[src/rtl/bitload_pkg.sv]
// Shared types of the bitstream loader: sequencer states and failure causes.
package bitload_pkg;
    typedef enum logic [4:0] {
        S_IDLE, S_BEGIN, S_SCAN, S_CHECK,
        S_RST, S_RLD_LO1, S_RLD_HI, S_RLD_LO2, S_PROG_HI, S_PROG_LO,
        S_WAIT_INIT, S_REWIND, S_SKIP, S_GET_HI, S_GET_LO,
        S_WAIT_TX, S_WRITE, S_CHK_INIT, S_WAIT_DONE, S_PASS, S_FAIL
    } ld_state_t;

    typedef enum logic [2:0] {
        E_NONE      = 3'd0,
        E_NO_MARKER = 3'd1,
        E_ODD_LEN   = 3'd2,
        E_NO_EEPROM = 3'd3,
        E_INIT_TO   = 3'd4,
        E_TXRDY_TO  = 3'd5,
        E_INIT_LOST = 3'd6,
        E_DONE_TO   = 3'd7
    } ld_err_t;
endpackage

[src/rtl/bitload_tick.sv]
// Poll prescaler: one-cycle tick every DIV clocks, free running after reset.
// Assumes DIV >= 1.
module bitload_tick #(
    parameter int DIV = 100
) (
    input  logic clk,
    input  logic rst_n,
    output logic tick
);
    localparam int CW = (DIV > 1) ? $clog2(DIV) : 1;

    logic [CW-1:0] cnt;

    // Count cycles between poll ticks.
    always_ff @(posedge clk) begin
        if (!rst_n || tick) cnt <= '0;
        else                cnt <= cnt + 1'b1;
    end

    assign tick = (cnt == CW'(DIV - 1));
endmodule

[src/rtl/bitload_marker.sv]
// Start-pattern detector: flags a 0x20 byte that directly follows a 0xFF.
// Assumes byte_en marks accepted stream bytes; clr restarts the search.
module bitload_marker (
    input  logic       clk,
    input  logic       rst_n,
    input  logic       clr,
    input  logic       byte_en,
    input  logic [7:0] byte_in,
    output logic       hit
);
    logic prev_ff;

    // Remember whether the last accepted byte was 0xFF.
    always_ff @(posedge clk) begin
        if (!rst_n || clr) prev_ff <= 1'b0;
        else if (byte_en)  prev_ff <= (byte_in == 8'hFF);
    end

    assign hit = prev_ff && (byte_in == 8'h20);
endmodule

[src/rtl/bitload_packer.sv]
// Byte-to-word packer: first byte lands in bits 15:8, second in bits 7:0.
// The word register holds steady until the next pair completes.
module bitload_packer (
    input  logic        clk,
    input  logic        rst_n,
    input  logic        load_hi,
    input  logic        load_lo,
    input  logic [7:0]  byte_in,
    output logic [15:0] word
);
    logic [7:0] hi_q;

    // Capture the upper byte, then form the word on the lower byte.
    always_ff @(posedge clk) begin
        if (!rst_n) begin
            hi_q <= '0;
            word <= '0;
        end else begin
            if (load_hi) hi_q <= byte_in;
            if (load_lo) word <= {hi_q, byte_in};
        end
    end
endmodule

[src/rtl/bitload_ctrl.sv]
// Bitstream loader sequencer. Scans for the 0xFF,0x20 start pattern, checks
// the remaining length is even and the configuration memory is fitted, then
// runs up to MAX_TRIES attempts of reset / reload / program pulse, INIT wait,
// word transfer gated on TXREADY with an INIT check after every write, and a
// DONE wait. Assumes total_len and stream contents are stable during a load
// and that the source restarts at byte 0 after src_rewind.
module bitload_ctrl
    import bitload_pkg::*;
#(
    parameter int LEN_W       = 16,
    parameter int POLL_DIV    = 100,
    parameter int PULSE_CYC   = 1000,
    parameter int INIT_POLLS  = 50,
    parameter int TXRDY_POLLS = 100,
    parameter int DONE_POLLS  = 200,
    parameter int MAX_TRIES   = 3
) (
    input  logic             clk,
    input  logic             rst_n,
    input  logic             start,
    input  logic [LEN_W-1:0] total_len,
    input  logic [7:0]       in_data,
    input  logic             in_valid,
    output logic             in_ready,
    output logic             src_rewind,
    input  logic             eeprom_present,
    input  logic             stat_init,
    input  logic             stat_txready,
    input  logic             fpga_done,
    output logic [15:0]      cfg_data,
    output logic             cfg_wr,
    output logic             bus_reset,
    output logic             eeprom_reload,
    output logic             prog_pulse,
    output logic             busy,
    output logic             done,
    output logic             error,
    output logic [2:0]       err_code
);
    localparam int MAXP0 = (INIT_POLLS > TXRDY_POLLS) ? INIT_POLLS : TXRDY_POLLS;
    localparam int MAXP  = (MAXP0 > DONE_POLLS) ? MAXP0 : DONE_POLLS;
    localparam int PW    = $clog2(MAXP + 1);
    localparam int TW    = $clog2(PULSE_CYC + 1);
    localparam int RW    = $clog2(MAX_TRIES + 1);

    ld_state_t        state;
    ld_err_t          err_q, att_code;
    logic [LEN_W-1:0] cnt, len_q, off_q;
    logic [PW-1:0]    poll;
    logic [TW-1:0]    tmr;
    logic [RW-1:0]    tries;
    logic             fin_q, tick, take, mk_hit, att_fail, is_pulse;

    bitload_tick #(.DIV(POLL_DIV)) u_tick (.clk(clk), .rst_n(rst_n), .tick(tick));

    bitload_marker u_marker (
        .clk(clk), .rst_n(rst_n), .clr(state == S_BEGIN),
        .byte_en(take && state == S_SCAN), .byte_in(in_data), .hit(mk_hit)
    );

    bitload_packer u_packer (
        .clk(clk), .rst_n(rst_n),
        .load_hi(take && state == S_GET_HI), .load_lo(take && state == S_GET_LO),
        .byte_in(in_data), .word(cfg_data)
    );

    // Successor of each timed pulse phase; the closing sequence ends in PASS.
    function automatic ld_state_t pulse_next(input ld_state_t s, input logic fin);
        case (s)
            S_RST:     return S_RLD_LO1;
            S_RLD_LO1: return S_RLD_HI;
            S_RLD_HI:  return S_RLD_LO2;
            S_RLD_LO2: return fin ? S_PASS : S_PROG_HI;
            S_PROG_HI: return S_PROG_LO;
            default:   return S_WAIT_INIT;
        endcase
    endfunction

    // Stream handshake and pulse-phase decode.
    always_comb begin
        in_ready = state inside {S_SCAN, S_SKIP, S_GET_HI, S_GET_LO};
        take     = in_ready && in_valid;
        is_pulse = state inside {S_RST, S_RLD_LO1, S_RLD_HI, S_RLD_LO2, S_PROG_HI, S_PROG_LO};
    end

    // Detect a failed attempt and its cause.
    always_comb begin
        att_fail = 1'b0;
        att_code = E_NONE;
        case (state)
            S_WAIT_INIT: if (tick && !stat_init && poll == PW'(INIT_POLLS - 1)) begin
                att_fail = 1'b1; att_code = E_INIT_TO;
            end
            S_WAIT_TX: if (tick && !stat_txready && poll == PW'(TXRDY_POLLS - 1)) begin
                att_fail = 1'b1; att_code = E_TXRDY_TO;
            end
            S_CHK_INIT: if (!stat_init) begin
                att_fail = 1'b1; att_code = E_INIT_LOST;
            end
            S_WAIT_DONE: if (tick && !fpga_done && poll == PW'(DONE_POLLS - 1)) begin
                att_fail = 1'b1; att_code = E_DONE_TO;
            end
            default: ;
        endcase
    end

    // Main load sequencer.
    always_ff @(posedge clk) begin
        if (!rst_n) begin
            state <= S_IDLE;
            err_q <= E_NONE;
            cnt   <= '0;
            len_q <= '0;
            off_q <= '0;
            poll  <= '0;
            tmr   <= '0;
            tries <= '0;
            fin_q <= 1'b0;
        end else begin
            poll <= '0;
            tmr  <= '0;
            if (is_pulse) begin
                if (tmr == TW'(PULSE_CYC - 1)) state <= pulse_next(state, fin_q);
                else                           tmr   <= tmr + 1'b1;
            end
            case (state)
                S_IDLE, S_PASS, S_FAIL: if (start) begin
                    len_q <= total_len;
                    err_q <= E_NONE;
                    state <= S_BEGIN;
                end
                S_BEGIN: begin
                    cnt <= '0;
                    if (len_q < LEN_W'(2)) begin
                        err_q <= E_NO_MARKER;
                        state <= S_FAIL;
                    end else state <= S_SCAN;
                end
                S_SCAN: if (take) begin
                    cnt <= cnt + 1'b1;
                    if (mk_hit) begin
                        off_q <= cnt - 1'b1;
                        state <= S_CHECK;
                    end else if (cnt == len_q - 1'b1) begin
                        err_q <= E_NO_MARKER;
                        state <= S_FAIL;
                    end
                end
                S_CHECK: begin
                    if (len_q[0] ^ off_q[0]) begin
                        err_q <= E_ODD_LEN;
                        state <= S_FAIL;
                    end else if (!eeprom_present) begin
                        err_q <= E_NO_EEPROM;
                        state <= S_FAIL;
                    end else begin
                        tries <= '0;
                        fin_q <= 1'b0;
                        state <= S_RST;
                    end
                end
                S_WAIT_INIT: begin
                    poll <= poll;
                    if (tick) begin
                        if (stat_init) state <= S_REWIND;
                        else           poll  <= poll + 1'b1;
                    end
                end
                S_REWIND: begin
                    cnt   <= '0;
                    state <= (off_q == '0) ? S_GET_HI : S_SKIP;
                end
                S_SKIP: if (take) begin
                    cnt <= cnt + 1'b1;
                    if (cnt == off_q - 1'b1) state <= S_GET_HI;
                end
                S_GET_HI: if (take) begin
                    cnt   <= cnt + 1'b1;
                    state <= S_GET_LO;
                end
                S_GET_LO: if (take) begin
                    cnt   <= cnt + 1'b1;
                    state <= S_WAIT_TX;
                end
                S_WAIT_TX: begin
                    poll <= poll;
                    if (tick) begin
                        if (stat_txready) state <= S_WRITE;
                        else              poll  <= poll + 1'b1;
                    end
                end
                S_WRITE: state <= S_CHK_INIT;
                S_CHK_INIT: if (stat_init) state <= (cnt == len_q) ? S_WAIT_DONE : S_GET_HI;
                S_WAIT_DONE: begin
                    poll <= poll;
                    if (tick) begin
                        if (fpga_done) begin
                            fin_q <= 1'b1;
                            state <= S_RST;
                        end else poll <= poll + 1'b1;
                    end
                end
                default: if (!is_pulse) state <= S_IDLE;
            endcase
            if (att_fail) begin
                poll <= '0;
                if (tries == RW'(MAX_TRIES - 1)) begin
                    err_q <= att_code;
                    state <= S_FAIL;
                end else begin
                    tries <= tries + 1'b1;
                    fin_q <= 1'b0;
                    state <= S_RST;
                end
            end
        end
    end

    // Output decode from the sequencer state.
    always_comb begin
        cfg_wr        = (state == S_WRITE);
        bus_reset     = (state == S_RST);
        eeprom_reload = (state == S_RLD_HI);
        prog_pulse    = (state == S_PROG_HI);
        src_rewind    = (state == S_BEGIN) || (state == S_REWIND);
        busy          = !(state inside {S_IDLE, S_PASS, S_FAIL});
        done          = (state == S_PASS);
        error         = (state == S_FAIL);
        err_code      = err_q;
    end
endmodule

[config.mk]
export PLATFORM = sky130hd
export DESIGN_NAME = bitload_ctrl
export DESIGN_NICKNAME = d
export VERILOG_FILES = /design/src/rtl/bitload_pkg.sv /design/src/rtl/bitload_tick.sv /design/src/rtl/bitload_marker.sv /design/src/rtl/bitload_packer.sv /design/src/rtl/bitload_ctrl.sv
export SDC_FILE = /design/constraint.sdc
export NUM_CORES = 1
export LEC_CHECK = 0
export CAP_MARGIN = 25
export CORE_AREA = 2 2 145 133
export CTS_CLUSTER_SIZE = 25
export DETAILED_ROUTE_END_ITERATION = 8
export DIE_AREA = 0 0 147 135
export PLACE_DENSITY = 0.52
export SYNTH_ARGS = -nofsm -noshare
export SYNTH_HDL_FRONTEND = slang
export SYNTH_SLANG_ARGS = --single-unit
[constraint.sdc]
create_clock -name clk -period 3.3 [get_ports clk]
set_clock_uncertainty 0.2 [all_clocks]
set_input_delay 0.66 -clock clk [delete_from_list [all_inputs] [get_ports clk]]
set_output_delay 0.66 -clock clk [all_outputs]
set_load 0.01 [all_outputs]
==> results.py, run 1 <==
metrics = {
    "power_and_ir_drop": {
        "power_density_mw_per_mm2": 564.9,
        "swShare_pct": 38.81,
        "p_switching_mw": 1.815,
        "p_seq_share_pct": 32.5,
        "ir_worst_vdd_uv": 303.1,
        "pwr-share-comb_pct": 41.9,
        "p_leak_nw": 3.028,
        "intPower_mw": 2.862,
        "pwr-share-clk_pct": 25.7,
    },
    "routing": {
        "wl_per_cell_um": 16.42,
        "vias": 6662,
        "first_pass_iters": 6,
        "routed_via_density": 5.434,
        "drt_wl_total_um": 20130,
        "final_antenna_net_count": 0,
        "drt-initial-drc-count": 476,
        "drc_errors": 0,
    },
    "logic_synthesis": {
        "synth.net_count": 951,
        "ys_seq_elements": 109,
        "ys.warnings.count": 0,
        "ys.flop_type": "dfxtp_1",
        "async_reset_ff_share_pct": 0,
        "synth_edf_count": 0,
        "avgSynthCellArea_sq_um": 7.532,
        "synthDistinctLibCells": 72,
        "yosys.area.top_type_share_pct": 31.80,
        "yosysMostFrequentCell": "nor2_1",
        "yosysTopAreaCell": "dfxtp_1",
        "synthCells": 911,
        "yosys-top-cells-area": "dfxtp_1 (32%), nor2_1 (7.2%), xnor2_1 (7.0%), nand2_1 (5.7%), a21oi_1 (5.1%)",
        "post_synth_instance_area_sq_mm": 0.006862,
        "synth_common_cells": "nor2_1 (132), dfxtp_1 (109), nand2_1 (104), a21oi_1 (70), xnor2_1 (55)",
        "ys_seq_area_share_pct": 31.80,
    },
    "global_route": {
        "grt_pass1_vias": 6393,
        "use_met3_pct": 3.480,
        "grt.overflow.total": 0,
        "grt_max_degree": 31,
        "grt_use_met1_pct": 27.78,
        "grt_pass1_wl_um": 33110,
        "met2_usage_pct": 33.65,
        "antenna_found_initial": 0,
        "top_usage_layer": "met2",
        "track_usage_pct": 20.69,
    },
    "clocking": {
        "clkTransAtPathRegs_ns": 0.09,
        "insertion_delay_ns": 0.37,
        "clkSinkCount": 109,
        "tritoncts": "yes",
        "postCtsSetupBuffers": 0,
        "cts.htree.levels": 3,
        "cts.hold.buffers_added": 0,
        "cts-resized-gates": 0,
        "clockBufferDepth": 2,
        "cts-root-buf": "clkbuf_16",
        "cts_buffers": 9,
    },
    "sta": {
        "slew_violations": 0,
        "grt_setup_unrepaired": "no",
        "worst_pin_slew_ns": 0.6374,
        "fin_crit_ns": 3.147,
        "fin_crit_sh_pct": 95.37,
        "fin_tns_setup_ns": 0,
        "clock.fmax_mhz": 317.8,
        "relSlewSlack_pct": 57.11,
        "finalSetupViolCount": 0,
        "hold_viol": 0,
    },
    "setup_path": {
        "required_ns": 3.32,
        "path_max_fanout": 6,
        "arrival_ns": 3.17,
        "r2r_setup_slack_ns": 0.15,
        "criticalPathCategory": "reg -> reg",
        "startpoint_type": "flip-flop",
        "critPathCaptureType": "flip-flop",
    },
    "floorplanning": {
        "die_y_um": 135,
        "dieArea_sq_mm": 0.01985,
        "start_util_pct": 37.64,
        "ios": 60,
        "chipWidth_um": 147,
        "row_count": 47,
        "fp.coreArea_sq_mm": 0.01823,
    },
    "finish": {
        "fin_cells": 1226,
        "fin_nets": 1016,
        "antenna_cells": 0,
        "synthToLayoutAreaGrowth_pct": 20.68,
        "drive_gt1_share_pct": 10.09,
    },
    "flow_run": {
        "drv_cap": 0,
    },
    "place": {
        "dp_cells": 1210,
        "port_buffers": 59,
        "gp_congestion": 0.9688,
        "dp_hpwl_um": 15160,
    },
    "min_path": {
        "hp-class": "reg -> reg",
    },
    "run_status": {
        "outcome": "complete, no violations",
    },
}
cells by family (layout without fill, tap and decap cells):
| logic type | Yosys count | count (layout) | synth area share (%) |
|---|---|---|---|
| AND/OR/NAND/NOR | 423 | 423 | 30.73 |
| AO/OA/AOI/OAI | 174 | 174 | 15.90 |
| flip-flops | 109 | 109 | 31.80 |
| XOR/XNOR | 88 | 88 | 11.23 |
| buffers and inverters | 82 | 152 | 4.942 |
| multiplexers | 27 | 27 | 3.939 |
| adder cells (fa/ha/maj) | 8 | 8 | 1.459 |
critical path, cell delays in order, from the launching register on:
cell,delay [ns]
dfxtp_1,0.32
or3_1,0.40
buf_4,0.19
or4_4,0.52
nor4_1,0.31
a21oi_1,0.15
or4_4,0.63
o31ai_2,0.19
a221oi_1,0.10
cell type report:
type	count	area, sq um
Clock buffer	9	225.2
Tap cell	245	306.5
Fill cell	1913	9950
Clock inverter	7	101.3
Inverter	19	71.32
Multi-Input combinational cell	720	4365
Sequential cell	109	2185
Timing Repair Buffer	117	1026
stage by stage:
stage               cell area, sq um  total power [mW]  util, %  hold slack (ns)  worst slack, ns
floorplan                       6862             2.820        -           0.2297           0.2549
global placement                7939             3.472    43.55           0.2408           0.1312
detailed placement              7939             3.454    43.55           0.2465           0.1242
CTS                             8265             4.664    45.34           0.2588          0.05231
global route                    8280             4.956    45.42           0.2727          0.01356
finish                          8280             4.677    45.42           0.2563           0.1529
power groups by stage:
stage / Combinational [mW] / Clock [mW] / Sequential [mW]
final: 1.96 / 1.20 / 1.52
after global routing: 2.14 / 1.28 / 1.53
after CTS: 1.92 / 1.23 / 1.51
after detailed placement: 1.91 / 0 / 1.54
after global placement: 1.93 / 0 / 1.55
after floorplan: 1.34 / 0 / 1.48
sequential cells by signal, summed over array words and instances (netlist names), 5 cells and up, named ones only:
signal         flops
cnt               16
len_q             16
off_q             16
poll               8
state              5
tmr               10
u_packer.hi_q      8
u_packer.word     16
u_tick.cnt         7
metal layers:
layer	share of wire [%]	routed length (um)
met3	4.1	828
met2	45	9013
met1	48	9764
met5	0	0
met4	2.6	525
cells in the final DEF (no fill, tap or decap), types with 3 or more instances in the layout:
master	n
a211oi_1	5
a21oi_1	70
a221oi_1	3
a22oi_1	5
a31oi_1	15
and2_1	5
and3_1	16
buf_4	58
clkbuf_16	9
clkdlybuf4s50_1	59
dfxtp_1	107
ha_1	8
inv_1	18
mux2i_1	27
nand2_1	104
nand2b_1	9
nand3_1	34
nand3b_1	6
nand4_1	19
nor2_1	132
nor2b_1	7
nor3_1	22
nor3b_1	6
nor4_1	18
nor4_2	3
nor4b_1	4
o211ai_1	4
o21a_1	4
o21ai_0	31
o22ai_1	6
or3_1	10
or4_1	7
or4_4	3
xnor2_1	55
xor2_1	33
final timing paths:
path                                    end                           from  cells past startpoint
max reg2reg          err_code[1]$_SDFF_PN0_          len_q[2]$_SDFFE_PN0P_                      8
min          u_packer.word[13]$_SDFFE_PN0P_  u_packer.hi_q[5]$_SDFFE_PN0P_                      2
min reg2reg  u_packer.word[13]$_SDFFE_PN0P_  u_packer.hi_q[5]$_SDFFE_PN0P_                      2
max                  err_code[1]$_SDFF_PN0_          len_q[2]$_SDFFE_PN0P_                      8
No activity file was read; power rests on OpenSTA's default activity.
==> inputs of run 2 (changes only) <==
--- a/config.mk
+++ b/config.mk
@@ -10,7 +10,7 @@
 export CTS_CLUSTER_SIZE = 25
 export DETAILED_ROUTE_END_ITERATION = 8
 export DIE_AREA = 0 0 147 135
-export PLACE_DENSITY = 0.52
 export SYNTH_ARGS = -nofsm -noshare
 export SYNTH_HDL_FRONTEND = slang
+export SYNTH_HIERARCHICAL = 1
 export SYNTH_SLANG_ARGS = --single-unit
==> results.py, run 2 <==
metrics = {
    "power_and_ir_drop": {
        "ir_worst_vdd_uv": 287.4,
        "power_density_mw_per_mm2": 567.1,
        "p_leak_nw": 2.979,
        "power_mw": 4.613,
    },
    "clocking": {
        "clockBufferDepth": 2,
        "cts-resized-gates": 0,
        "cts.htree.levels": 3,
        "cts-root-buf": "clkbuf_16",
        "cts.hold.buffers_added": 0,
        "postCtsSetupBuffers": 0,
        "clkTransAtPathRegs_ns": 0.08,
        "cts_buffers": 9,
        "clkSinkCount": 109,
        "insertion_delay_ns": 0.36,
        "tritoncts": "yes",
    },
    "logic_synthesis": {
        "ys_seq_area_share_pct": 31.71,
        "async_reset_ff_share_pct": 0,
        "synthCells": 874,
        "synth.net_count": 915,
        "post_synth_instance_area_sq_mm": 0.006882,
        "synth_edf_count": 0,
        "yosysTopAreaCell": "dfxtp_1",
        "yosys.area.top_type_share_pct": 31.71,
        "avgSynthCellArea_sq_um": 7.874,
        "synth_common_cells": "dfxtp_1 (109), nor2_1 (104), nand2_1 (65), xor2_1 (53), nand3_1 (43)",
        "synthDistinctLibCells": 76,
        "ys.flop_type": "dfxtp_1",
        "yosys-top-cells-area": "dfxtp_1 (32%), xor2_1 (6.7%), nor2_1 (5.7%), xnor2_1 (4.3%), mux2i_1 (4.2%)",
        "yosysMostFrequentCell": "dfxtp_1",
        "ys.warnings.count": 6,
        "ys_seq_elements": 109,
    },
    "floorplanning": {
        "ios": 60,
        "start_util_pct": 37.75,
        "die_y_um": 135,
        "fp.coreArea_sq_mm": 0.01823,
        "dieArea_sq_mm": 0.01985,
        "row_count": 47,
        "chipWidth_um": 147,
    },
    "sta": {
        "slew_violations": 0,
        "worst_pin_slew_ns": 0.5913,
        "fin_hold_ws_ns": 0.2744,
        "clock.fmax_mhz": 313.9,
        "hold_viol": 0,
        "fin_tns_setup_ns": 0,
        "finalSetupViolCount": 0,
        "grt_setup_unrepaired": "no",
        "layout_setup_ws_ns": 0.1139,
        "fin_crit_ns": 3.186,
        "relSlewSlack_pct": 60.53,
        "fin_crit_sh_pct": 96.55,
    },
    "finish": {
        "final_cell_mix": "dfxtp_1 (106), nor2_1 (103), nand2_1 (65), clkdlybuf4s50_1 (59), xor2_1 (53)",
        "antenna_cells": 0,
        "nFillCells": 1869,
        "mostFrequentLayoutCell": "dfxtp_1",
        "regArea_sq_mm": 0.002186,
        "drive_gt1_share_pct": 9.345,
        "synthToLayoutAreaGrowth_pct": 18.20,
        "fin_nets": 967,
        "multi_input_area_sq_mm": 0.004322,
    },
    "global_route": {
        "grt_pass1_vias": 5726,
        "grt_max_degree": 41,
        "grt_pass1_wl_um": 30420,
        "antenna_found_initial": 0,
        "track_usage_pct": 18.90,
        "grt.overflow.total": 0,
    },
    "place": {
        "gp_congestion": 0.9215,
        "preCtsSetupSlack_ns": 0.1231,
        "dp_hpwl_um": 13810,
        "port_buffers": 59,
    },
    "routing": {
        "routed_via_density": 5.394,
        "vias": 6343,
        "drt-initial-drc-count": 534,
        "first_pass_iters": 4,
        "wl_per_cell_um": 15.74,
        "drt_wl_total_um": 18510,
        "final_antenna_net_count": 0,
        "drc_errors": 0,
    },
    "run_status": {
        "outcome": "complete, no violations",
    },
    "setup_path": {
        "critPathCaptureType": "primary output",
        "required_ns": 2.44,
        "arrival_ns": 2.33,
        "startpoint_type": "flip-flop",
        "path_max_fanout": 17,
        "criticalPathCategory": "reg -> out",
    },
    "flow_run": {
        "drv_cap": 0,
    },
    "min_path": {
        "hp-class": "reg -> reg",
    },
}
## run 2: cell types whose count changed after synthesis, moves of 6 or more
cell and delta:
a211oi_1 +14, a21oi_1 -28, and3_1 -6, nand2_1 -39, nand3_1 +9, nand4b_1 +6
nor2_1 -28, nor2b_1 +23, o21ai_0 -8, xnor2_1 -21, xor2_1 +20
## run 2: cell families (layout without fill, tap and decap cells)
group           count (synthesis)  after routing  synth area share, %
simple gates                  405            405                31.31
compound gates                150            150                14.53
flops                         109            109                31.71
xor+xnor                       87             87                11.07
buf+inv                        85            142                5.527
mux                            29             29                4.218
fa+ha+maj                       9              9                1.636
## run 2: cell type report
| cell class | count | share of cell area (%) |
|---|---|---|
| sequential | 109 | 26.87 |
| clock buffer | 10 | 2.938 |
| multi-input combinational | 680 | 53.13 |
| tap | 245 | 3.769 |
| timing repair buffer | 102 | 11.23 |
| inverter | 24 | 1.108 |
| clock inverter | 6 | 0.9537 |
## run 2: metal layers
layer,vias to the layer above,global-route usage [%],wire (um)
li1,3197,-,-
met1,2946,28.44,9444
met5,-,0,0
met4,0,4.701,238
met3,18,2.838,1073
met2,182,28.22,7756
## run 2: worst max-delay path, stage by stage, from the launching register on
cell and delay [ns]:
dfxtp_1 0.70, or2_2 0.31, a2bb2oi_1 0.31, nor2_1 0.13, clkdlybuf4s50_1 0.51
## run 2: final timing paths
path / cells after the start / startpoint / slack (ns) / end
max reg2reg: 9 / state[2]$_SDFF_PN0_ / 0.40 / state[0]$_SDFF_PP0_
min reg2reg: 1 / tmr[0]$_SDFF_PP0_ / 0.27 / tmr[0]$_SDFF_PP0_
min: 1 / tmr[0]$_SDFF_PP0_ / 0.27 / tmr[0]$_SDFF_PP0_
max: 4 / state[2]$_SDFF_PN0_ / 0.11 / in_ready
## run 2: metrics by stage
step / instances / cell area, sq um / utilization, %
floorplan: 874 / 6882 / -
global placement: 1160 / 7814 / 42.86
detailed placement: 1160 / 7814 / 42.86
CTS: 1176 / 8130 / 44.60
global route: 1176 / 8134 / 44.62
finish: 1176 / 8134 / 44.62
## run 2: power by group
| group | total (mW) | switching (mW) | internal, mW |
|---|---|---|---|
| clock network | 1.18 | 0.550 | 0.627 |
| registers | 1.59 | 0.191 | 1.40 |
| logic | 1.84 | 1.06 | 0.784 |
==> inputs of run 3 (changes only) <==
--- a/config.mk
+++ b/config.mk
@@ -10,6 +10,7 @@
 export CTS_CLUSTER_SIZE = 25
 export DETAILED_ROUTE_END_ITERATION = 8
 export DIE_AREA = 0 0 147 135
+export SETUP_SLACK_MARGIN = 0.05
 export SYNTH_ARGS = -nofsm -noshare
 export SYNTH_HDL_FRONTEND = slang
 export SYNTH_HIERARCHICAL = 1
==> results.py, run 3 (synthesis results as in run 2) <==
metrics = {
    "run_status": {
        "outcome": "complete, no violations",
    },
    "sta": {
        "relSlewSlack_pct": 62.53,
        "fin_tns_setup_ns": 0,
        "fin_crit_sh_pct": 94.78,
        "worst_pin_slew_ns": 0.5613,
        "slew_violations": 0,
        "layout_setup_ws_ns": 0.1722,
        "hold_viol": 0,
        "clock.fmax_mhz": 319.7,
        "grt_setup_unrepaired": "no",
        "finalSetupViolCount": 0,
        "fin_crit_ns": 3.128,
        "fin_hold_ws_ns": 0.2744,
    },
    "power_and_ir_drop": {
        "p_leak_nw": 2.980,
        "power_mw": 4.612,
        "power_density_mw_per_mm2": 566.9,
        "ir_worst_vdd_uv": 287.4,
    },
    "min_path": {
        "hp-class": "reg -> reg",
        "worstHoldPathCells": 1,
    },
    "finish": {
        "mostFrequentLayoutCell": "dfxtp_1",
        "fin_cells": 1176,
        "finish.instance_area_sq_mm": 0.008135,
        "fin_nets": 967,
        "synthToLayoutAreaGrowth_pct": 18.22,
        "antenna_cells": 0,
        "fin_util_pct": 44.63,
        "drive_gt1_share_pct": 9.452,
        "final_cell_mix": "dfxtp_1 (105), nor2_1 (103), nand2_1 (65), clkdlybuf4s50_1 (59), xor2_1 (53)",
    },
    "global_route": {
        "antenna_found_initial": 0,
        "grt_pass1_vias": 5726,
        "grt.overflow.total": 0,
        "use_met3_pct": 2.838,
        "grt_pass1_wl_um": 30420,
        "grt_use_met1_pct": 28.44,
        "top_usage_layer": "met1",
        "grt_max_degree": 41,
        "track_usage_pct": 18.90,
        "met2_usage_pct": 28.22,
    },
    "place": {
        "post_dp_cell_area_sq_mm": 0.007814,
        "port_buffers": 59,
        "preCtsSetupSlack_ns": 0.1231,
        "dp_cells": 1160,
        "gp_congestion": 0.9215,
        "dp_hpwl_um": 13810,
    },
    "clocking": {
        "tritoncts": "yes",
        "clkTransAtPathRegs_ns": 0.07,
        "cts_buffers": 9,
        "cts-root-buf": "clkbuf_16",
        "clockBufferDepth": 2,
        "cts.hold.buffers_added": 0,
        "insertion_delay_ns": 0.36,
        "postCtsSetupBuffers": 0,
        "cts.htree.levels": 3,
        "clkSinkCount": 109,
    },
    "routing": {
        "vias": 6341,
        "wl_per_cell_um": 15.74,
        "routed_via_density": 5.392,
        "drc_errors": 0,
        "final_antenna_net_count": 0,
        "first_pass_iters": 5,
        "drt-initial-drc-count": 573,
        "drt_wl_total_um": 18510,
    },
    "setup_path": {
        "crit_path_top_delay_cell": "clkdlybuf4s50_1",
        "crit_chain": "or3_1 -> a21o_1 -> a21oi_2 -> inv_1 -> clkdlybuf4s50_1",
        "startpoint_type": "flip-flop",
        "cpPeakStageDelay_ns": 0.49,
        "worstSetupPathDepth": 5,
        "worstRegToRegCells": 11,
        "path_max_fanout": 15,
        "required_ns": 2.44,
        "criticalPathCategory": "reg -> out",
        "arrival_ns": 2.27,
        "cpLargestDelayFamily": "buffers and inverters",
        "critPathCaptureType": "primary output",
        "path_buf_inv": 2,
    },
    "floorplanning": {
        "dieArea_sq_mm": 0.01985,
        "die_y_um": 135,
        "fp.coreArea_sq_mm": 0.01823,
        "chipWidth_um": 147,
        "row_count": 47,
        "ios": 60,
        "start_util_pct": 37.75,
    },
    "flow_run": {
        "drv_cap": 0,
    },
}
-- run 3: cell types whose count changed in the layout (fill, tap and decap cells not counted) --
cell	change
dfxtp_1	-1
dfxtp_2	+1
-- run 3: repair_timing --
| item | 4_1_cts | 5_1_grt |
|---|---|---|
| resized for setup | 1 | 3 |
| setup endpoints to repair | 1 | 4 |
| pin swaps | 0 | 0 |
-- run 3: final cells by class --
cell class                 instances  area, sq um
multi-input combinational        680         4322
sequential                       109         2187
clock inverter                     6        77.57
timing repair buffer             102        913.4
inverter                          24        90.09
tap                              245        306.5
clock buffer                      10        239.0
fill                            1868        10090
-- run 3: routing by layer --
metal	wire, um	vias up
met4	225	0
met5	0	-
met2	7748	196
met1	9390	2934
li1	-	3195
met3	1140	16
-- run 3: worst reg2reg max path, stage by stage (launching register included) --
cell	delay, ns
dfxtp_1	0.40
ha_1	0.21
nand2b_1	0.09
nor2_1	0.29
nand2b_1	0.17
or4_1	0.51
o21ai_0	0.16
a21oi_1	0.11
and2b_1	0.31
a211o_1	0.15
o221ai_1	0.12
a21oi_1	0.12
-- run 3: power by group --
part	internal (mW)	switching, mW
registers	1.40	0.191
logic	0.784	1.06
clock network	0.627	0.550
total	2.81	1.80
-- run 3: path summary, 6_finish.rpt --
| path | startpoint | endpoint | slack (ns) |
|---|---|---|---|
| hold / removal | tmr[0]$_SDFF_PP0_ | tmr[0]$_SDFF_PP0_ | 0.27 |
| setup / recovery | state[0]$_SDFF_PP0_ | busy | 0.17 |
| setup reg to reg | u_tick/cnt[0]$_SDFF_PP0_ | err_code[0]$_SDFF_PN0_ | 0.41 |
| hold reg to reg | tmr[0]$_SDFF_PP0_ | tmr[0]$_SDFF_PP0_ | 0.27 |
